`src/rtl/lane_pkg.sv`:
```
package lane_pkg;

    typedef enum logic [1:0] {
        ST_IDLE,
        ST_WAIT,
        ST_ACCESS,
        ST_HOLD
    } lane_st_t;

    typedef struct packed {
        logic wr;
        logic word;
        logic odd;
        logic rst_hit;
    } cyc_attr_t;

endpackage

```
`src/rtl/lane_mode_track.sv`:
```
module lane_mode_track (
    input  logic clk,
    input  logic rst_n,
    input  logic soft_clr,
    input  logic sense,
    output logic wide
);
    always_ff @(posedge clk) begin
        if (!rst_n)        wide <= 1'b0;
        else if (soft_clr) wide <= 1'b0;
        else if (sense)    wide <= 1'b1;
    end
endmodule

```
`src/rtl/lane_wait_timer.sv`:
```
module lane_wait_timer #(
    parameter int WAIT_CLKS = 3
) (
    input  logic clk,
    input  logic rst_n,
    input  logic run,
    output logic done
);
    localparam int CNT_W = (WAIT_CLKS < 2) ? 1 : $clog2(WAIT_CLKS);
    localparam logic [CNT_W-1:0] LAST = CNT_W'(WAIT_CLKS - 1);

    logic [CNT_W-1:0] cnt;

    always_ff @(posedge clk) begin
        if (!rst_n || !run) cnt <= '0;
        else if (cnt != LAST) cnt <= cnt + 1'b1;
    end

    assign done = run && (cnt == LAST);
endmodule

```
`src/rtl/lane_byte_merge.sv`:
```
module lane_byte_merge #(
    parameter int IDX_W = 3
) (
    input  logic             clk,
    input  logic             rst_n,
    input  logic             soft_clr,
    input  logic             acc_en,
    input  lane_pkg::cyc_attr_t attr,
    input  logic [IDX_W-1:0] idx,
    input  logic [15:0]      sd_in,
    output logic             wr_en,
    output logic [15:0]      wdata
);
    logic [7:0]       hold_byte;
    logic [IDX_W-1:0] hold_idx;
    logic             hold_vld;
    logic             pair_ok;
    logic             park;

    assign park    = attr.wr && !attr.word && !attr.odd && !attr.rst_hit;
    assign pair_ok = hold_vld && (hold_idx == idx);

    always_ff @(posedge clk) begin
        if (!rst_n || soft_clr) begin
            hold_vld  <= 1'b0;
            hold_byte <= '0;
            hold_idx  <= '0;
        end else if (acc_en) begin
            hold_vld <= park;
            if (park) begin
                hold_byte <= sd_in[7:0];
                hold_idx  <= idx;
            end
        end
    end

    always_comb begin
        wr_en = 1'b0;
        wdata = sd_in;
        if (acc_en && attr.wr && !attr.rst_hit) begin
            if (attr.word) begin
                wr_en = 1'b1;
            end else if (attr.odd && pair_ok) begin
                wr_en = 1'b1;
                wdata = {sd_in[7:0], hold_byte};
            end
        end
    end
endmodule

```
`src/rtl/lane_read_steer.sv`:
```
module lane_read_steer (
    input  logic        drive,
    input  logic        word,
    input  logic        odd,
    input  logic [15:0] rdata,
    output logic [7:0]  lo,
    output logic [7:0]  hi,
    output logic        lo_oe,
    output logic        hi_oe
);
    always_comb begin
        lo_oe = drive;
        hi_oe = drive && word;
        hi    = word ? rdata[15:8] : 8'h00;
        lo    = (!word && odd) ? rdata[15:8] : rdata[7:0];
    end
endmodule

```
`src/rtl/isa_lane_adapter.sv`:
```
module isa_lane_adapter #(
    parameter int ADDR_W    = 4,
    parameter int WAIT_CLKS = 3,
    parameter int RST_IDX   = 7
) (
    input  logic              clk,
    input  logic              rst_n,
    input  logic              bus_aen,
    input  logic [ADDR_W-1:0] bus_addr,
    input  logic              bus_ior_n,
    input  logic              bus_iow_n,
    input  logic              bus_sbhe_n,
    input  logic [15:0]       bus_sd_in,
    input  logic              cs16_sense,
    output logic [7:0]        bus_sd_lo,
    output logic [7:0]        bus_sd_hi,
    output logic              bus_sd_lo_oe,
    output logic              bus_sd_hi_oe,
    output logic              bus_ready,
    output logic              bus_cs16_n,
    output logic [ADDR_W-2:0] reg_idx,
    output logic              reg_rd,
    output logic              reg_wr,
    output logic [15:0]       reg_wdata,
    input  logic [15:0]       reg_rdata,
    output logic              soft_rst
);
    import lane_pkg::*;

    localparam int IDX_W = ADDR_W - 1;
    localparam logic [IDX_W-1:0] RST_W = IDX_W'(RST_IDX);

    lane_st_t         st, st_nx;
    cyc_attr_t        attr_q;
    logic [IDX_W-1:0] idx_q;
    logic [15:0]      rdata_q;
    logic             wide;
    logic             start;
    logic             strobe_on;
    logic             wait_done;

    assign strobe_on = !bus_ior_n || !bus_iow_n;
    assign start     = (st == ST_IDLE) && !bus_aen && strobe_on;

    lane_mode_track u_mode (
        .clk      (clk),
        .rst_n    (rst_n),
        .soft_clr (soft_rst),
        .sense    (cs16_sense),
        .wide     (wide)
    );

    lane_wait_timer #(.WAIT_CLKS(WAIT_CLKS)) u_timer (
        .clk   (clk),
        .rst_n (rst_n),
        .run   (st == ST_WAIT),
        .done  (wait_done)
    );

    // state register
    always_ff @(posedge clk) begin
        if (!rst_n) st <= ST_IDLE;
        else        st <= st_nx;
    end

    // next-state
    always_comb begin
        st_nx = st;
        unique case (st)
            ST_IDLE:   if (start)      st_nx = ST_WAIT;
            ST_WAIT:   if (wait_done)  st_nx = ST_ACCESS;
            ST_ACCESS:                 st_nx = ST_HOLD;
            ST_HOLD:   if (!strobe_on) st_nx = ST_IDLE;
            default:                   st_nx = ST_IDLE;
        endcase
    end

    // cycle attributes, latched at start
    always_ff @(posedge clk) begin
        if (!rst_n) begin
            attr_q <= '0;
            idx_q  <= '0;
        end else if (start) begin
            attr_q.wr      <= !bus_iow_n;
            attr_q.odd     <= bus_addr[0];
            attr_q.rst_hit <= (bus_addr[ADDR_W-1:1] == RST_W);
            attr_q.word    <= wide && !bus_sbhe_n && !bus_addr[0]
                              && (bus_addr[ADDR_W-1:1] != RST_W);
            idx_q          <= bus_addr[ADDR_W-1:1];
        end
    end

    // read data capture
    always_ff @(posedge clk) begin
        if (!rst_n) rdata_q <= '0;
        else if (st == ST_ACCESS && !attr_q.wr)
            rdata_q <= attr_q.rst_hit ? 16'h0000 : reg_rdata;
    end

    lane_byte_merge #(.IDX_W(IDX_W)) u_merge (
        .clk      (clk),
        .rst_n    (rst_n),
        .soft_clr (soft_rst),
        .acc_en   (st == ST_ACCESS),
        .attr     (attr_q),
        .idx      (idx_q),
        .sd_in    (bus_sd_in),
        .wr_en    (reg_wr),
        .wdata    (reg_wdata)
    );

    lane_read_steer u_steer (
        .drive (st == ST_HOLD && !attr_q.wr),
        .word  (attr_q.word),
        .odd   (attr_q.odd),
        .rdata (rdata_q),
        .lo    (bus_sd_lo),
        .hi    (bus_sd_hi),
        .lo_oe (bus_sd_lo_oe),
        .hi_oe (bus_sd_hi_oe)
    );

    // outputs per state
    always_comb begin
        bus_ready  = 1'b1;
        bus_cs16_n = 1'b1;
        reg_rd     = 1'b0;
        soft_rst   = 1'b0;
        reg_idx    = idx_q;
        unique case (st)
            ST_IDLE: ;
            ST_WAIT: begin
                bus_ready  = 1'b0;
                bus_cs16_n = !(wide && !attr_q.rst_hit);
            end
            ST_ACCESS: begin
                bus_ready  = 1'b0;
                bus_cs16_n = !(wide && !attr_q.rst_hit);
                reg_rd     = !attr_q.wr && !attr_q.rst_hit;
                soft_rst   = !attr_q.wr && attr_q.rst_hit;
            end
            ST_HOLD: bus_cs16_n = !(wide && !attr_q.rst_hit);
            default: ;
        endcase
    end
endmodule

```
`config.mk`:
```
export PLATFORM = sky130hd
export DESIGN_NAME = isa_lane_adapter
export DESIGN_NICKNAME = d
export VERILOG_FILES = /design/src/rtl/lane_pkg.sv /design/src/rtl/lane_mode_track.sv /design/src/rtl/lane_wait_timer.sv /design/src/rtl/lane_byte_merge.sv /design/src/rtl/lane_read_steer.sv /design/src/rtl/isa_lane_adapter.sv
export SDC_FILE = /design/constraint.sdc
export NUM_CORES = 1
export LEC_CHECK = 0
export ABC_AREA = 1
export BUFFER_PORTS_ARGS = -buffer_cell sky130_fd_sc_hd__buf_4
export CORE_ASPECT_RATIO = 0.6
export CORE_MARGIN = 10
export CORE_UTILIZATION = 50
export CTS_CLUSTER_DIAMETER = 60
export DETAILED_ROUTE_END_ITERATION = 8
export PLACE_DENSITY = 0.84
export SLEW_MARGIN = 40
export SYNTH_ARGS = -nofsm -noshare
export SYNTH_HDL_FRONTEND = slang
export SYNTH_HIERARCHICAL = 1
export SYNTH_SLANG_ARGS = --single-unit
```
`constraint.sdc`:
```
create_clock -name clk -period 2.4 [get_ports clk]
set_clock_uncertainty 0.1 [all_clocks]
set_input_delay 0.12 -clock clk [delete_from_list [all_inputs] [get_ports clk]]
set_output_delay 0.12 -clock clk [all_outputs]
set_load 0.02 [all_outputs]
```
After elaboration in Yosys (flattened, before gate mapping)
Index checks and enable logic that the tools add are counted.
Storage, ports and cells
  latch bits: 0
  bits in writable memories: 0
  logic and storage cells: 83
  register bits: 40
  ROM bits: 0
  input bits: 43
  memories: 0
Operators by class
  $lt $le $gt $ge: 0
  div/mod/pow operators: 0
  shift-type cells: 0
  reduce and logical (&&, ||, !) cells: 41
  multipliers: 0
  equality and inequality tests: 11
  bitwise operators: 1
  add/subtract/negate cells: 1
  mux-type cells: 17
Operators with widths (count)
  16-bit 2-to-1 mux: 4
  1-bit logical AND: 20
  8-bit 2-to-1 mux: 2
  1-bit logical NOT: 12
  2-bit != test (second input constant): 4
  2-bit case mux with 4 select lines: 1
  1-bit 2-to-1 mux: 7
  2-bit == test (second input constant): 3
  2-bit 2-to-1 mux: 3
  2-bit OR reduction: 2
  3-bit == test: 1
  3-bit == test (second input constant): 1
  1-bit logical OR: 3
  3-bit != test (second input constant): 1
  3-bit AND reduction: 1
  3-bit OR reduction: 1
  2-bit by 1-bit adder with 2-bit output (second input constant): 1
  2-bit by 1-bit == test with 1-bit output (second input constant): 1
  2-bit logical NOT: 1
  2-bit AND reduction: 1
  1-bit NOT: 1

Logic depth before layout (Yosys ltp)
  word-level depth: 6
  depth in mapped cells: 11
  depth with buffers taken out: 11

Modules after synthesis
Netlist, hierarchy kept.
Modules (own cells, without submodules)
  isa_lane_adapter: cells an instance 138, seq. area each 500.5 µm², times used 1, area an instance 1107.3 µm²
  lane_byte_merge: cells an instance 134, seq. area each 240.2 µm², times used 1, area an instance 875.8 µm²
  lane_read_steer: cells an instance 47, seq. area each 0.0 µm², times used 1, area an instance 225.2 µm²
  lane_wait_timer: cells an instance 17, seq. area each 40.0 µm², times used 1, area an instance 110.1 µm²
  lane_mode_track: cells an instance 5, seq. area each 20.0 µm², times used 1, area an instance 35.0 µm²

Worst setup path after synthesis
OpenSTA, ideal clock, no wires.
  path type: register -> register
  start point: register st[0]
  end point: register u_merge.hold_byte[0]
  clock period less this slack: 2040 ps
  data required time: 2166 ps
  arrival: 1806 ps
  cell stages (with the launch flop): 10
  buffers on the path: 2
  setup slack: 360 ps
  cells stage by stage: dfxtp_1 inv_1 ha_1 nand2_4 buf_2 nor2_1 nor2_1 inv_1 clkbuf_1 a21oi_1
Between the ends
  word-level cells in the longest chain between the ends: 3
  elaborated cells on any way between the ends: 4
  classes of those cells: eq/ne: 1; mux: 1; reduce/logical: 2
RTL lines
  from (decl): line isa_lane_adapter.sv:33  | lane_st_t st, st_nx;
  from (signal assigned): line isa_lane_adapter.sv:63  | else st <= st_nx;
  2-bit == test: line isa_lane_adapter.sv:130  | unique case (st)
  1-bit 2-to-1 mux: line isa_lane_adapter.sv:130
  net soft_rst: line isa_lane_adapter.sv:26  | output logic soft_rst
  1-bit logical OR: line lane_byte_merge.sv:24  | if (!rst_n || soft_clr) begin
  to (signal assigned): line lane_byte_merge.sv:31  | hold_byte <= sd_in[7:0];
  to (decl): line lane_byte_merge.sv:14  | logic [7:0] hold_byte;
The timed path passes the listed nets, and every way through them passes these cells.
A chain may end at the register's enable or synchronous reset.

Worst setup path in the final report
  start point: register st[0]
  end point: output reg_wdata[7]
Between the ends
  word-level cells in the longest chain between the ends: 4
RTL lines
  2-bit == test: line isa_lane_adapter.sv:104  | .acc_en (st == ST_ACCESS),
  1-bit logical AND (2 in series): line lane_byte_merge.sv:40  | if (acc_en && attr.wr && !attr.rst_hit) begin
  16-bit 2-to-1 mux: line lane_byte_merge.sv:40
  to (decl): line isa_lane_adapter.sv:24  | output logic [15:0] reg_wdata,
Every way passes these cells.

==> impl_results.md <==
* Fillers at 400
* Worst VDD drop at 0.000375 V
* Gr usage total at 18.0%
* Post-Syn Instances at 341
* DIE HEIGHT at 73.1 um
* Largest net degree at the start of global routing at 22
* Hold path cells at 3
* Ys Warns at 6
* Hold WS at 0.0111 ns
* Area of the core at 4560 um2
* Max Freq at 0.448 GHz
* Total CTS buffers at 5
* Placer Congestion at 0.834
* Setup TNS Final at 0 ns
* M1 GR Usage at 22.6%
* Site row count at 19
* EDFF count, synth at 0
* Crit Path Max Fanout at 21
* CTS tree: done
* Placed insts at 477
* Fraction of layout cells with a size suffix above 1 at 31.1%
* Io pins at 85
* HP Start: bus_addr[1]
* Seq/Total Area, Yosys at 34.0%
* Cells on worst reg2reg path at 8
* LEAKAGE at 1.56 nW
* First-pass GRT wire length at 11800 um
* Main flop type after synthesis: dfxtp_1
* Clk root buf: clkbuf_8
* CTS max path bufs at 2
* Mapped cell area at 2350 um2
* Post-CTS Setup Bufs at 0
* Critical Path RT at 2.18 ns
* CP Class: flip-flop to primary output
* Number of max-cap violations at 0
* DR DRC count at 0
* Async S/R FF share, synth at 0%
* Drt first pass iters at 4
* Slew Limit Fails at 0
* Antenna-violating nets left at 0
* Clock Sinks at 40
* Slew @ Worst Pin at 0.429 ns
* Fin cells at 504
* Vias in the first global route at 2480
* Overall die width at 109 um
* H-tree depth at 2
* Port Buffers at 84
* Minimum clock period at 2.23 ns
* Worst reg2reg path startpoint: st[0]
* Netlist cell types at 26
* Nets at 488
* Avg Cell Area, Syn at 6.90 um2
* DR iter-0 viols at 180
* Tcrit/Tclk final at 93.1%
* Reg-to-Reg End: u_merge/hold_byte[1]
* Top Usage Layer GRT: met2
* Post-DP HPWL at 5200 um
* Final WL at 7110 um
* Register-to-register setup slack at 0.47 ns
* Syn_nets at 389
* Crit. End Element: primary output
* Unrepaired setup endpoints after global routing: no
* Worst skew pair latency at 0.29 ns
* Status: completed
* Die Area at 7940 um2
* Final hold vios at 0
* Ant diodes at 0
* Area growth syn-to-layout at 38.0%
* Count of state elements after synthesis at 40
* Initial antenna violation count at 0
* Hold Crit Endpoint: reg_idx[0]
* Via/cell ratio at 4.93
* Via Count at 2485
* Critical Path AT at 2.01 ns
* Initial Util at 51.6%
* Met2 Resource Use GR at 29.7%
* Rel. slew slack at 71.4%
* M3 GR Usage at 5.56%
* CP Launch Type: flip-flop
* PD cells at 687 nW/um2
* Clock-pin slew on the worst setup and hold paths at 0.08 ns
* Routed len/inst at 14.1 um
* # setup viols final at 0
* Worst Hold Class: input port to flip-flop
* GR Overflow Total at 0
## where the power goes
part	internal, mW	switching (mW)	leakage [nW]
Sequential	0.761	0.0887	0.325
Combinational	0.350	0.561	1.18
Clock	0.230	0.242	0.0510
Total	1.34	0.891	1.56
## registers in the layout (all words and copies together), names as in the netlist
register / cells
attr_q: 4
u_merge/hold_idx: 3
rdata_q: 16
u_mode/wide: 1
u_merge/hold_vld: 1
u_timer/cnt: 2
reg_idx: 3
st: 2
u_merge/hold_byte: 8
## critical path: stages (launching register included)
cell     delay (ns)
dfxtp_1        0.35
inv_1          0.10
ha_1           0.27
nand3_2        0.14
nor2_4         0.25
buf_6          0.23
nand4_1        0.14
nand2_1        0.10
buf_4          0.14
## area by class of cell
| cell class | instances | area (um2) | share of cell area [%] |
|---|---|---|---|
| Clock inverter | 2 | 10.0 | 0.308 |
| Clock buffer | 6 | 82.6 | 2.54 |
| Tap cell | 63 | 78.8 | 2.43 |
| Timing Repair Buffer | 107 | 855 | 26.3 |
| Sequential cell | 40 | 801 | 24.7 |
| Inverter | 37 | 146 | 4.51 |
| Multi-Input combinational cell | 249 | 1270 | 39.2 |
## kinds of logic after synthesis
kind of cell / after synthesis / share of synthesized area, %
AOI/OAI and AO/OA: 37 / 9.46
adders and majority gates: 5 / 2.66
buffers and inverters: 52 / 11.9
DFF: 40 / 34.0
and+or+nand+nor: 207 / 42.0
## how the worst max path moves through the flow
| stage | start | to | cells after the start |
|---|---|---|---|
| final | st[0] | reg_wdata[7] | 8 |
| after global routing | st[0] | reg_wdata[13] | 8 |
| after CTS | st[0] | reg_wdata[7] | 8 |
| after detailed placement | st[0] | u_merge/hold_byte[0] | 8 |
| after global placement | st[0] | u_merge/hold_byte[1] | 8 |
| after floorplan | st[0] | u_merge/hold_byte[0] | 9 |
## metrics by stage
stage	setup slack (ns)	power, mW	util, %	area [um2]
2_1_floorplan	0.360	1.46	-	2350
3_3_place_gp	0.523	1.71	64.9	2960
3_5_place_dp	0.448	1.74	64.9	2960
4_1_cts	0.113	2.23	71.1	3240
5_1_grt	0.0588	2.38	71.1	3250
6_report	0.167	2.23	71.1	3250
## synth_stat cells (2+ instances only)
cell | count | area (um2)
a21oi_1 | 22 | 110
a21oi_2 | 10 | 87.6
buf_2 | 3 | 15.0
buf_4 | 5 | 37.5
buf_6 | 5 | 56.3
dfxtp_1 | 40 | 801
ha_1 | 5 | 62.6
inv_1 | 31 | 116
inv_2 | 5 | 18.8
nand2_1 | 116 | 435
nand2_2 | 15 | 93.8
nand3_1 | 23 | 115
nand4_1 | 16 | 100
nor2_1 | 26 | 97.6
nor2_4 | 3 | 33.8
nor2_8 | 2 | 40.0
o21ai_0 | 5 | 25.0
## timing repair
item | in CTS | in global routing
resized for setup | 0 | 1
setup endpoints to repair | 0 | 1
hold endpoints to repair | 19 | 0
hold buffers | 19 | 0
## metal layers
metal  routed length, um  share of wire, %  vias up
li1                    -                 -     1274
met1                3110                44     1114
met2                3330                47       90
met3                 616               8.7        7
met4                  51              0.72        0
met5                   0                 0        -
## layout by cell type, fill, tap and decap left out, types with 3 or more instances in the layout
cell	synthesis	layout
dlygate4sd3_1	0	19
nor2_4	3	3
buf_4	5	87
inv_2	5	5
nand2_1	116	116
o21ai_0	5	5
ha_1	5	5
clkbuf_8	0	6
nand4_1	16	16
inv_1	31	31
a21oi_2	10	10
dfxtp_1	40	40
a21oi_1	22	22
nor2_1	26	26
nand2_2	15	15
nand3_1	23	23
No activity file was read; power rests on OpenSTA's default activity.
